## config.mk

```make
export PLATFORM = sky130hd
export DESIGN_NAME = tmr_flag_unit
export DESIGN_NICKNAME = d
export VERILOG_FILES = /design/src/rtl/tmr_flag_unit.sv
export SDC_FILE = /design/constraint.sdc
export NUM_CORES = 1
export LEC_CHECK = 0
export BUFFER_PORTS_ARGS = -buffer_cell sky130_fd_sc_hd__buf_2
export CAP_MARGIN = 20
export CORE_MARGIN = 3
export CORE_UTILIZATION = 35
export DETAILED_ROUTE_END_ITERATION = 10
export PLACE_DENSITY = 0.84
export SETUP_SLACK_MARGIN = 0.5
export SYNTH_ARGS = -nofsm -noshare
export SYNTH_HDL_FRONTEND = slang
export SYNTH_SLANG_ARGS = --single-unit
```

## constraint.sdc

```tcl
create_clock -name clk -period 1.7 [get_ports clk]
set_input_delay 0.34 -clock clk [delete_from_list [all_inputs] [get_ports clk]]
set_output_delay 0.34 -clock clk [all_outputs]
set_load 0.01 [all_outputs]
```

## src/rtl/tmr_flag_unit.sv

```systemverilog
module tmr_flag_unit #(
  parameter int AW = 8,
  parameter logic [AW-1:0] CH_FLAG_ADDR = 8'h8E,
  parameter logic [AW-1:0] OVF_FLAG_ADDR = 8'h8F,
  parameter logic [AW-1:0] CH_BASE_ADDR = 8'h90,
  parameter logic [AW-1:0] CNT_ADDR = 8'h84
) (
  input  logic          clk,
  input  logic          rst_n,
  input  logic [AW-1:0] addr,
  input  logic [7:0]    wdata,
  input  logic          wr_en,
  input  logic          rd_en,
  output logic [7:0]    rdata,
  input  logic [7:0]    ch_evt,
  input  logic          ovf_evt,
  input  logic [7:0]    ch_is_cap,
  input  logic          fast_clr,
  input  logic [7:0]    ch_ie,
  input  logic          ovf_ie,
  output logic [7:0]    ch_irq,
  output logic          ovf_irq
);
  localparam int NCH = 8;

  logic [NCH-1:0] ch_flag, ch_hit, ch_clr;
  logic ovf_flag, ovf_clr, cnt_hit, wr_chf, wr_ovf;

  assign wr_chf  = wr_en && (addr == CH_FLAG_ADDR);
  assign wr_ovf  = wr_en && (addr == OVF_FLAG_ADDR);
  assign cnt_hit = (addr[AW-1:1] == CNT_ADDR[AW-1:1]);

  for (genvar n = 0; n < NCH; n++) begin : g_ch
    localparam logic [AW-1:0] PAIR = CH_BASE_ADDR + AW'(2 * n);
    assign ch_hit[n] = (addr[AW-1:1] == PAIR[AW-1:1]);
    assign ch_clr[n] = (wr_chf && wdata[n]) ||
                       (fast_clr && ch_hit[n] && (ch_is_cap[n] ? rd_en : wr_en));

    always_ff @(posedge clk or negedge rst_n)
      if (!rst_n) ch_flag[n] <= 1'b0;
      else        ch_flag[n] <= ch_evt[n] | (ch_flag[n] & ~ch_clr[n]);

    AST_SET_WINS: assert property (@(posedge clk) disable iff (!rst_n)
      ch_evt[n] |=> ch_flag[n]);
    AST_W1C_CLEARS: assert property (@(posedge clk) disable iff (!rst_n)
      (wr_chf && wdata[n] && !ch_evt[n]) |=> !ch_flag[n]);
    AST_NO_FAST_HOLD: assert property (@(posedge clk) disable iff (!rst_n)
      (!fast_clr && !wr_chf && !ch_evt[n]) |=> $stable(ch_flag[n]));
    AST_CAP_WRITE_KEEPS: assert property (@(posedge clk) disable iff (!rst_n)
      (ch_hit[n] && ch_is_cap[n] && wr_en && !rd_en && !ch_evt[n]) |=> $stable(ch_flag[n]));
    AST_CMP_READ_KEEPS: assert property (@(posedge clk) disable iff (!rst_n)
      (ch_hit[n] && !ch_is_cap[n] && rd_en && !wr_en && !ch_evt[n]) |=> $stable(ch_flag[n]));
  end

  assign ovf_clr = (wr_ovf && wdata[7]) || (fast_clr && cnt_hit && (rd_en || wr_en));

  always_ff @(posedge clk or negedge rst_n)
    if (!rst_n) ovf_flag <= 1'b0;
    else        ovf_flag <= ovf_evt | (ovf_flag & ~ovf_clr);

  always_comb begin
    rdata = 8'h00;
    if (addr == CH_FLAG_ADDR)       rdata = ch_flag;
    else if (addr == OVF_FLAG_ADDR) rdata = {ovf_flag, 7'b0};
  end

  assign ch_irq  = ch_flag & ch_ie;
  assign ovf_irq = ovf_flag & ovf_ie;

  AST_OVF_FAST_CLEAR: assert property (@(posedge clk) disable iff (!rst_n)
    (fast_clr && cnt_hit && (rd_en || wr_en) && !ovf_evt) |=> !ovf_flag);
  AST_OVF_SET_WINS: assert property (@(posedge clk) disable iff (!rst_n)
    ovf_evt |=> ovf_flag);
  AST_OVF_RD_KEEPS: assert property (@(posedge clk) disable iff (!rst_n)
    (!wr_en && !cnt_hit && !ovf_evt) |=> $stable(ovf_flag));
endmodule

```

After elaboration in Yosys (flattened, before gate mapping)
Cells that the tools add are included.
- equal/unequal tests: 11
- muxes and demuxes: 10
- bitwise operators: 29
- reductions and logical operators: 39
- operators with widths (operator ; count):
    == test 7 bit (second input constant) ; 9
    logical AND 1 bit ; 29
    == test 8 bit (second input constant) ; 2
    two-way mux 8 bit ; 2
    AND 1 bit ; 10
    logical OR 1 bit ; 10
    NOT 1 bit ; 9
    bitwise OR 1 bit ; 9
    AND 8 bit ; 1
    two-way mux 1 bit ; 8
- register bits: 9
- input bits: 47
- output and inout bits: 17
- word-level logic and storage cells: 98

Logic depth before layout (Yosys ltp)
Gate-level depths: netlist (run 1).
- depth in word-level cells: 7
- mapped depth: 5
- mapped depth without buffers: 3

Worst setup path before layout (run 1)
No wires, ideal clock.
- kind: in2out
- from: input addr[4]
- to: output rdata[0]
- arrival: 1433 ps
- data required time: 1360 ps
- setup slack: -73 ps
- stages: 3
- path buffers: 0
- path through: or4b_4 > nor3_1 > and2_2
- word-level cells in the longest chain between the ends: 2
- ends and longest elaborated chain (item ; line ; source):
    from (decl) ; 10 ; input logic [AW-1:0] addr,
    == test 8 bit ; 63 ; if (addr == CH_FLAG_ADDR) rdata = ch_flag;
    two-way mux 8 bit ; 63 ;
    to (decl) ; 14 ; output logic [7:0] rdata,
No other way between the ends.

Worst setup path in the final report (run 1)
- from: input addr[5]
- to: output rdata[1]
Same word-level chain as after synthesis.

==> impl_metrics.toml, run 1 <==
[timing]
finalClockSkew_ps = 0
setup_slack_ps = -189
slew_headroom_pct = 78.1
final-setup-viol-count = 9
hold_viol = 0
finalCriticalPeriod_ps = 1890
setup_tns_ps = -1430
slew_viol_final = 0
post-route-period-util_pct = 111
worst_slew_pin_slew_ps = 326
fmax_ghz = 0.529
rsz0062_at_grt = "yes"

[detailed_routing]
wire_per_inst_um = 17.1
totalWireLength_mm = 3.36
drt_pass1_iterations = 4
drtIter0Drc = 30
drtAntennaViolNets = 0
vias_per_cell = 5.50
vias = 1083
drc = 0

[die]
die_w_um = 55.0
io_pins = 64
rows = 17
start_util_pct = 37.6
core_um2 = 2230
dieArea_um2 = 3020
die_height_um = 55.0

[critical_path]
rr_startpoint = "ch_flag[6]"
crit_path_cell_trace = "buf_6, or4b_4, nor3_4, buf_6, and2_4, buf_6"
reg2reg_to = "ch_flag[6]"
crit_required_ps = 1360
worst-path-buf-inv = 3
rrSetupSlack_ps = 780
worst-path-stages = 6
slowest_delay_ps = 550
cp_common_cell = "buf_6"
start_kind = "input pin"
crit_fanout = 4
end_kind = "primary output"
r2r_cells = 4
arrival_ps = 1550
path_delay_family = "simple AND/OR/NAND/NOR gates"
path_class = "in -> out"
slowest_stage = "or4b_4"

[clocking]
clockBufferDepth = 2
cts_tree = "built"
cts_buffers = 3
clk_latency_ps = 250
root_buffer = "clkbuf_4"
clk_pin_slew_ps = 70
cts.htree.levels = 1
clock-sinks = 9

[synthesis]
yosys.area.top_type = "dfrtp_1"
async_flop_share_pct = 100
seq_area_frac_synth_pct = 26.8
synth_edf_count = 0
synth_area_per_cell_um2 = 9.23
synth.distinct_cells = 22
synth_flop_cell = "dfrtp_1"
synth_area_um2 = 840
netlist_instances = 91
synth_warnings = 0
synth_area_leaders = "dfrtp_1 (27%), o41ai_2 (15%), mux2i_1 (11%)"
synth_top_area_share_pct = 26.8
syn_nets = 138
ys_seq_elements = 9
synthTopCellsByCount = "and2_1 (9), dfrtp_1 (9), mux2i_1 (9), nand2_1 (9)"

[power_and_ir_drop]
power.leakage_nw = 0.865
p_comb_share_pct = 34.0
p_sw_share_pct = 31.1
p_int_w = 0.000402
power_switching_w = 0.000182
finalPower_w = 0.000584
p_clk_share_pct = 29.1
worst_ir_drop_vdd_uv = 519
power_density_nw_per_um2 = 381
p_seq_share_pct = 36.9

[hold_path]
whs_path_depth = 2
min_path_type = "in -> reg"
holdPathEnd = "ch_flag[1]"
hp-start = "ch_evt[1]"

[placement]
hpwl_mm = 2.10
port_buffers = 63
routabilityCongestion = 0.840
place_inst = 178
dpl_worst_slack_ps = -304

[global_routing]
grt-ovfl-total = 0
grt_pass1_wl_mm = 4.72
grt_pass1_vias = 1086
grt_max_degree = 19
grtUsageTotal_pct = 21.9
grt_antenna_before_repair = 0

[outcome]
status = "finished, violations left"
violations = "negative setup slack"

[cells_and_area]
fin_nets = 217
diodes = 0
final_cells = 197
fin_util_pct = 68.6
syn2layout_area_growth_pct = 82.4
drive_gt1_share_pct = 63.3
num-fill-cells = 175

[job]
cap_violations = 0
layer usage:
layer  GRT usage, %  part of all wire (%)  routed length [um]
met5              0                     0                   0
met3           3.49                   9.5                 318
met2           40.2                    53                1780
met1           24.1                    35                1180
met4           11.3                   2.8                  94
sequential cells by signal, summed over array words and instances (netlist names):
name,flops
ovf_flag,1
ch_flag,8
metrics by stage:
stage | cell area (um^2) | hold WS [ps]
CTS | 1410 | 267
floorplan | 862 | 44.4
global route | 1530 | 283
global placement | 1200 | 204
finish | 1530 | 277
detailed placement | 1200 | 205
worst max path at each step:
stage | start | end | slack (ps)
after detailed placement | addr[4] | rdata[1] | -300
final | addr[5] | rdata[1] | -190
after global routing | addr[5] | rdata[3] | -210
after global placement | addr[4] | rdata[1] | -260
after CTS | addr[6] | rdata[1] | -210
after floorplan | addr[4] | rdata[0] | 60
worst reg2reg max path: stages, from the launching register on:
cell	delay, ps
dfrtp_1	400
buf_4	140
buf_4	130
o41ai_4	40
o21bai_1	90
cell usage in the layout (no fill, tap or decap), types with 3 or more instances in the layout:
master / n
and2_1: 6
and2_4: 10
buf_2: 51
buf_4: 13
buf_6: 14
clkbuf_4: 3
dfrtp_1: 9
mux2i_1: 9
nand2_1: 9
nand3_1: 3
nor4_1: 8
o21bai_1: 8
o41ai_4: 6
final cells by class:
class | instances | area (um^2) | area share [%]
sequential | 9 | 225 | 14.7
clock buffer | 4 | 26.3 | 1.72
multi-input combinational | 75 | 689 | 45.0
timing repair buffer | 81 | 556 | 36.3
tap | 28 | 35.0 | 2.29
logic make-up (layout without fill, tap and decap cells):
family / Yosys count / count (layout) / synth area share, %
DFF: 9 / 9 / 26.8
muxes: 9 / 9 / 10.7
AOI/OAI and AO/OA: 18 / 18 / 24.0
buffers and inverters: 7 / 85 / 4.02
and+or+nand+nor: 48 / 48 / 34.4
power by group through the flow:
stage | Clock (W) | Combinational, W | Sequential, W
after floorplan | 0 | 0.0000740 | 0.000219
after global placement | 0 | 0.000154 | 0.000219
after detailed placement | 0 | 0.000159 | 0.000220
after CTS | 0.000172 | 0.000170 | 0.000215
after global routing | 0.000179 | 0.000213 | 0.000215
final | 0.000170 | 0.000198 | 0.000215
repair_timing:
item | 4_1_cts | 5_1_grt
hold buffers | 1 | 0
setup endpoints to repair | 26 | 26
setup buffers | 11 | 3
endpoints found under the hold margin | 9 | 0
pin swaps | 23 | 2
gates resized for setup | 22 | 14
(Power assumes the default switching activity.)
==> run 2: changes to the inputs <==
ABC_AREA = 1   (was default)
CORE_UTILIZATION = 36   (was 35)
PLACE_DENSITY = 0.85   (was 0.84)
REMOVE_ABC_BUFFERS = 1   (was default)
==> impl_metrics.toml, run 2 <==
[clocking]
clock-sinks = 9
cts_buffers = 3
cts.htree.levels = 1
cts_tree = "built"
clk_latency_ps = 270
clockBufferDepth = 2
clk_pin_slew_ps = 70
root_buffer = "clkbuf_4"

[power_and_ir_drop]
power_switching_w = 0.000175
p_seq_share_pct = 38.6
worst_ir_drop_vdd_uv = 409
p_int_w = 0.000384
power_density_nw_per_um2 = 425
p_comb_share_pct = 30.2
power.leakage_nw = 0.913
p_sw_share_pct = 31.3
p_clk_share_pct = 31.2

[global_routing]
grtUsageTotal_pct = 17.6
grt_pass1_vias = 957
grt_max_degree = 15
grt-ovfl-total = 0
grt_pass1_wl_mm = 3.84
grt_antenna_before_repair = 0

[critical_path]
crit_fanout = 7
start_kind = "input pin"
arrival_ps = 1070
crit_required_ps = 1360
end_kind = "primary output"
r2r_cells = 3
path_class = "in -> out"

[cells_and_area]
drive_gt1_share_pct = 38.6
final_common_cell = "buf_2"
mostFrequentLayoutCells = "buf_2 (57), nand2_1 (42), inv_1 (34), nor2_1 (23), nand3_1 (13)"
syn2layout_area_growth_pct = 51.2
largestRegisters = "ch_flag (8), ovf_flag (1)"
final_cells = 251
diodes = 0
fin_util_pct = 58.2
largest_reg_flops = 8
largest-register = "ch_flag"
fin_nets = 271
final_area_um2 = 1310

[synthesis]
ys_seq_elements = 9
synth_edf_count = 0
netlist_instances = 153
yosys.area.top_type = "dfrtp_1"
async_flop_share_pct = 100
synth_flop_cell = "dfrtp_1"
synth_area_per_cell_um2 = 5.68
synth_area_leaders = "dfrtp_1 (26%), nand2_1 (19%), inv_1 (16%)"
synth.distinct_cells = 16
synth.most_common_cell = "nand2_1"
synth_top_area_share_pct = 25.9
seq_area_frac_synth_pct = 25.9
synth_area_um2 = 868
synthTopCellsByCount = "nand2_1 (44), inv_1 (38), nor2_1 (24)"
synth_warnings = 0

[timing]
worst_slew_pin_slew_ps = 287
slew_viol_final = 0
setup_tns_ps = 0
finalClockSkew_ps = 0
rsz0062_at_grt = "yes"
hold_viol = 0
setup_slack_ps = 289
finalCriticalPeriod_ps = 1410
post-route-period-util_pct = 83.0
final-setup-viol-count = 0
slew_headroom_pct = 80.8
fmax_ghz = 0.709

[placement]
dpl_worst_slack_ps = 232
hpwl_mm = 2.00
place_inst = 243
port_buffers = 63
routabilityCongestion = 0.819
post_dp_cell_area_um2 = 1210

[detailed_routing]
drc = 0
vias_per_cell = 4.45
totalWireLength_mm = 2.45
drt_pass1_iterations = 4
drtIter0Drc = 21
wire_per_inst_um = 9.75
drtAntennaViolNets = 0
vias = 1118

[die]
io_pins = 64
die_w_um = 55.1
core_um2 = 2250
die_height_um = 55.1
rows = 17
start_util_pct = 38.5
dieArea_um2 = 3040

[hold_path]
min_path_type = "in -> reg"
whs_path_depth = 3

[job]
cap_violations = 0

[outcome]
status = "complete, no violations"
## run 2: cell types whose count changed after synthesis, moves of 9 or more
cell,before,now
nor2_1,3,24
and2_1,9,0
nand2_1,9,44
nand4_1,0,9
mux2i_1,9,0
nand3_1,3,13
inv_1,0,38
## run 2: what timing repair did
item	in CTS	in global routing
gates resized for setup	7	6
endpoints found under the setup margin	17	17
hold buffers	1	0
setup buffers	2	1
pin swaps	6	5
cloned	0	0
endpoints found under the hold margin	9	0
## run 2: area by class of cell
class                           count  area (um^2)
Inverter                           40          150
Multi-Input combinational cell    102          482
Clock buffer                        3         22.5
Tap cell                           28         35.0
Clock inverter                      1         5.00
Timing Repair Buffer               68          393
Fill cell                         234          942
Sequential cell                     9          225
## run 2: cells by family (layout without fill, tap and decap cells)
logic type / count (synthesis) / in the layout / share of synthesized area [%]
and+or+nand+nor: 97 / 97 / 51.7
buffers and inverters: 42 / 112 / 19.5
DFF: 9 / 9 / 25.9
AOI/OAI and AO/OA: 5 / 5 / 2.88
## run 2: critical path, stage by stage
cell,delay [ps]
buf_6,100
inv_2,40
nand2_2,50
nor2_4,190
nand2_4,110
nor2_1,110
buf_2,130
## run 2: per-layer routing
metal	vias to the layer above	global-route usage [%]	share of wire [%]
li1	597	-	-
met1	465	20.6	40
met2	52	29.5	47
met3	4	6.97	12
met4	0	4.86	0.82
met5	-	0	0
## run 2: power by group through the flow
stage	clock (W)	combinational (W)	sequential (W)
2_1_floorplan	0	0.0000667	0.000219
5_1_grt	0.000190	0.000192	0.000215
3_3_place_gp	0	0.000150	0.000220
4_1_cts	0.000184	0.000163	0.000215
3_5_place_dp	0	0.000153	0.000220
6_report	0.000174	0.000169	0.000215
## run 2: final timing paths
| kind | startpoint | endpoint | slack (ps) |
|---|---|---|---|
| worst max register to register | ovf_flag | ovf_flag | 950 |
| worst min register to register | ch_flag[1] | ch_flag[1] | 540 |
| worst max-delay path | addr[4] | rdata[0] | 290 |
| max in group asynchronous | rst_n | ch_flag[6] | 1070 |
| worst min-delay path | ch_evt[1] | ch_flag[1] | 240 |
| min in group asynchronous | rst_n | ch_flag[4] | 440 |
## run 2: through the flow
| stage | power [W] | hold slack [ps] |
|---|---|---|
| after global routing | 0.000597 | 245 |
| after detailed placement | 0.000373 | 207 |
| final | 0.000558 | 243 |
| after CTS | 0.000562 | 236 |
| after floorplan | 0.000286 | 44.4 |
| after global placement | 0.000369 | 203 |
==> run 3: changes to the inputs <==
CORE_UTILIZATION = 40   (was 36)
PLACE_DENSITY = 0.89   (was 0.85)
clock period = 1.4 ns   (was 1.7 ns; I/O delays follow)
==> impl_metrics.toml, run 3 (synthesized netlist as in run 2, its figures left out) <==
[critical_path]
crit_required_ps = 1120
start_kind = "input pin"
crit_fanout = 7
slowest_delay_ps = 140
rr_startpoint = "ch_flag[4]"
cp_common_cell = "buf_2"
path_delay_family = "simple AND/OR/NAND/NOR gates"
crit_path_cell_trace = "buf_2, nand2_2, nor2_8, nand2_4, nor2_2, buf_2"
end_kind = "primary output"
worst-path-buf-inv = 2
slowest_stage = "nor2_8"
reg2reg_to = "ch_flag[4]"
r2r_cells = 4
path_class = "in -> out"
rrSetupSlack_ps = 670
arrival_ps = 1020

[clocking]
clk_latency_ps = 270
cts_buffers = 3
cts.htree.levels = 1
clock-sinks = 9
cts_tree = "built"
root_buffer = "clkbuf_4"
clk_pin_slew_ps = 70
clockBufferDepth = 2

[detailed_routing]
vias_per_cell = 4.51
drtIter0Drc = 24
drtAntennaViolNets = 0
wire_per_inst_um = 9.84
drt_pass1_iterations = 5
vias = 1127
totalWireLength_mm = 2.46
drc = 0

[power_and_ir_drop]
power.leakage_nw = 0.913
worst_ir_drop_vdd_uv = 577
power_density_nw_per_um2 = 517

[die]
start_util_pct = 43.4
die_w_um = 52.6
rows = 16
die_height_um = 52.6
dieArea_um2 = 2770
io_pins = 64
core_um2 = 2000

[global_routing]
grt_antenna_before_repair = 0
grt-ovfl-total = 0
grt_max_degree = 10
grt_pass1_vias = 946
grt_pass1_wl_mm = 3.81
grtUsageTotal_pct = 18.6

[placement]
hpwl_mm = 2.01
dpl_worst_slack_ps = 96.5
post_dp_cell_area_um2 = 1220
port_buffers = 63
routabilityCongestion = 0.778

[cells_and_area]
largestRegisters = "ch_flag (8), ovf_flag (1)"
diodes = 0
mostFrequentLayoutCells = "buf_2 (60), nand2_1 (42), inv_1 (36), nor2_1 (19), nand3_1 (13)"
fin_nets = 271
largest-register = "ch_flag"
syn2layout_area_growth_pct = 50.9
final_common_cell = "buf_2"
largest_reg_flops = 8
final_area_um2 = 1310
drive_gt1_share_pct = 39.5

[hold_path]
hp-start = "ch_evt[1]"
whs_path_depth = 3
min_path_type = "in -> reg"
holdPathEnd = "ch_flag[1]"

[timing]
slew_headroom_pct = 81.7
slew_viol_final = 0
setup_slack_ps = 103
worst_slew_pin_slew_ps = 274
fmax_ghz = 0.771
final-setup-viol-count = 0
hold_viol = 0
fin_worst_hold_slack_ps = 183
post-route-period-util_pct = 92.6
setup_tns_ps = 0
rsz0062_at_grt = "yes"
finalCriticalPeriod_ps = 1300
finalClockSkew_ps = 0

[job]
cap_violations = 0

[outcome]
status = "complete, no violations"
run 3: cell types whose count changed in the layout (fill, tap and decap cells not counted):
cell / before / now
buf_8: 0 / 1
inv_2: 6 / 4
buf_2: 57 / 60
inv_1: 34 / 36
buf_6: 6 / 3
nor2_2: 1 / 5
nor2_1: 23 / 19
buf_4: 4 / 3
run 3: worst max-delay path by stage:
| stage | slack, ps | from | endpoint | depth (start not counted) |
|---|---|---|---|---|
| 3_5_place_dp | 100 | addr[5] | rdata[4] | 7 |
| 2_1_floorplan | 230 | addr[6] | rdata[0] | 5 |
| 6_report | 100 | addr[1] | rdata[4] | 6 |
| 4_1_cts | 120 | addr[5] | rdata[4] | 7 |
| 5_1_grt | 40 | addr[4] | rdata[4] | 7 |
| 3_3_place_gp | 110 | addr[4] | rdata[4] | 7 |
run 3: worst register-to-register path: stages (launching register included):
cell and delay, ps:
dfrtp_1 370, inv_1 100, a21oi_1 50, nand2_1 60, nand2_1 40
run 3: area by class of cell:
type,instances,area (um^2)
repair buffers,68,382
clock buffers,3,22.5
clock inverters,1,5.00
inverters,40,150
well taps,27,33.8
flip-flops and latches,9,225
fillers,200,692
multi-input cells,102,492
run 3: timing repair:
action,CTS,global route
hold buffers,1,0
hold endpoints to repair,9,0
endpoints found under the setup margin,25,25
gates resized for setup,7,7
buffers inserted,1,0
pin swaps,4,4
run 3: metrics by stage:
| stage | util (%) | power (W) | cells |
|---|---|---|---|
| floorplan | - | 0.000347 | 151 |
| global placement | 61.0 | 0.000453 | 244 |
| detailed placement | 61.0 | 0.000457 | 244 |
| CTS | 64.3 | 0.000678 | 250 |
| global route | 65.4 | 0.000723 | 250 |
| finish | 65.4 | 0.000678 | 250 |
run 3: per-layer routing:
layer  wire length (um)  GRT usage (%)  up-vias
met5                  0              0        -
met4                 25           3.83        0
li1                   -              -      597
met1               1040           22.3      477
met3                239           6.84        4
met2               1150           31.6       49
run 3: report_power, final:
part / internal (W) / leakage, nW / switching [W] / total (W)
clock: 0.000106 / 0.0177 / 0.000107 / 0.000213
combinational: 0.0000971 / 0.816 / 0.000106 / 0.000203
sequential: 0.000261 / 0.0789 / 0.000000715 / 0.000262
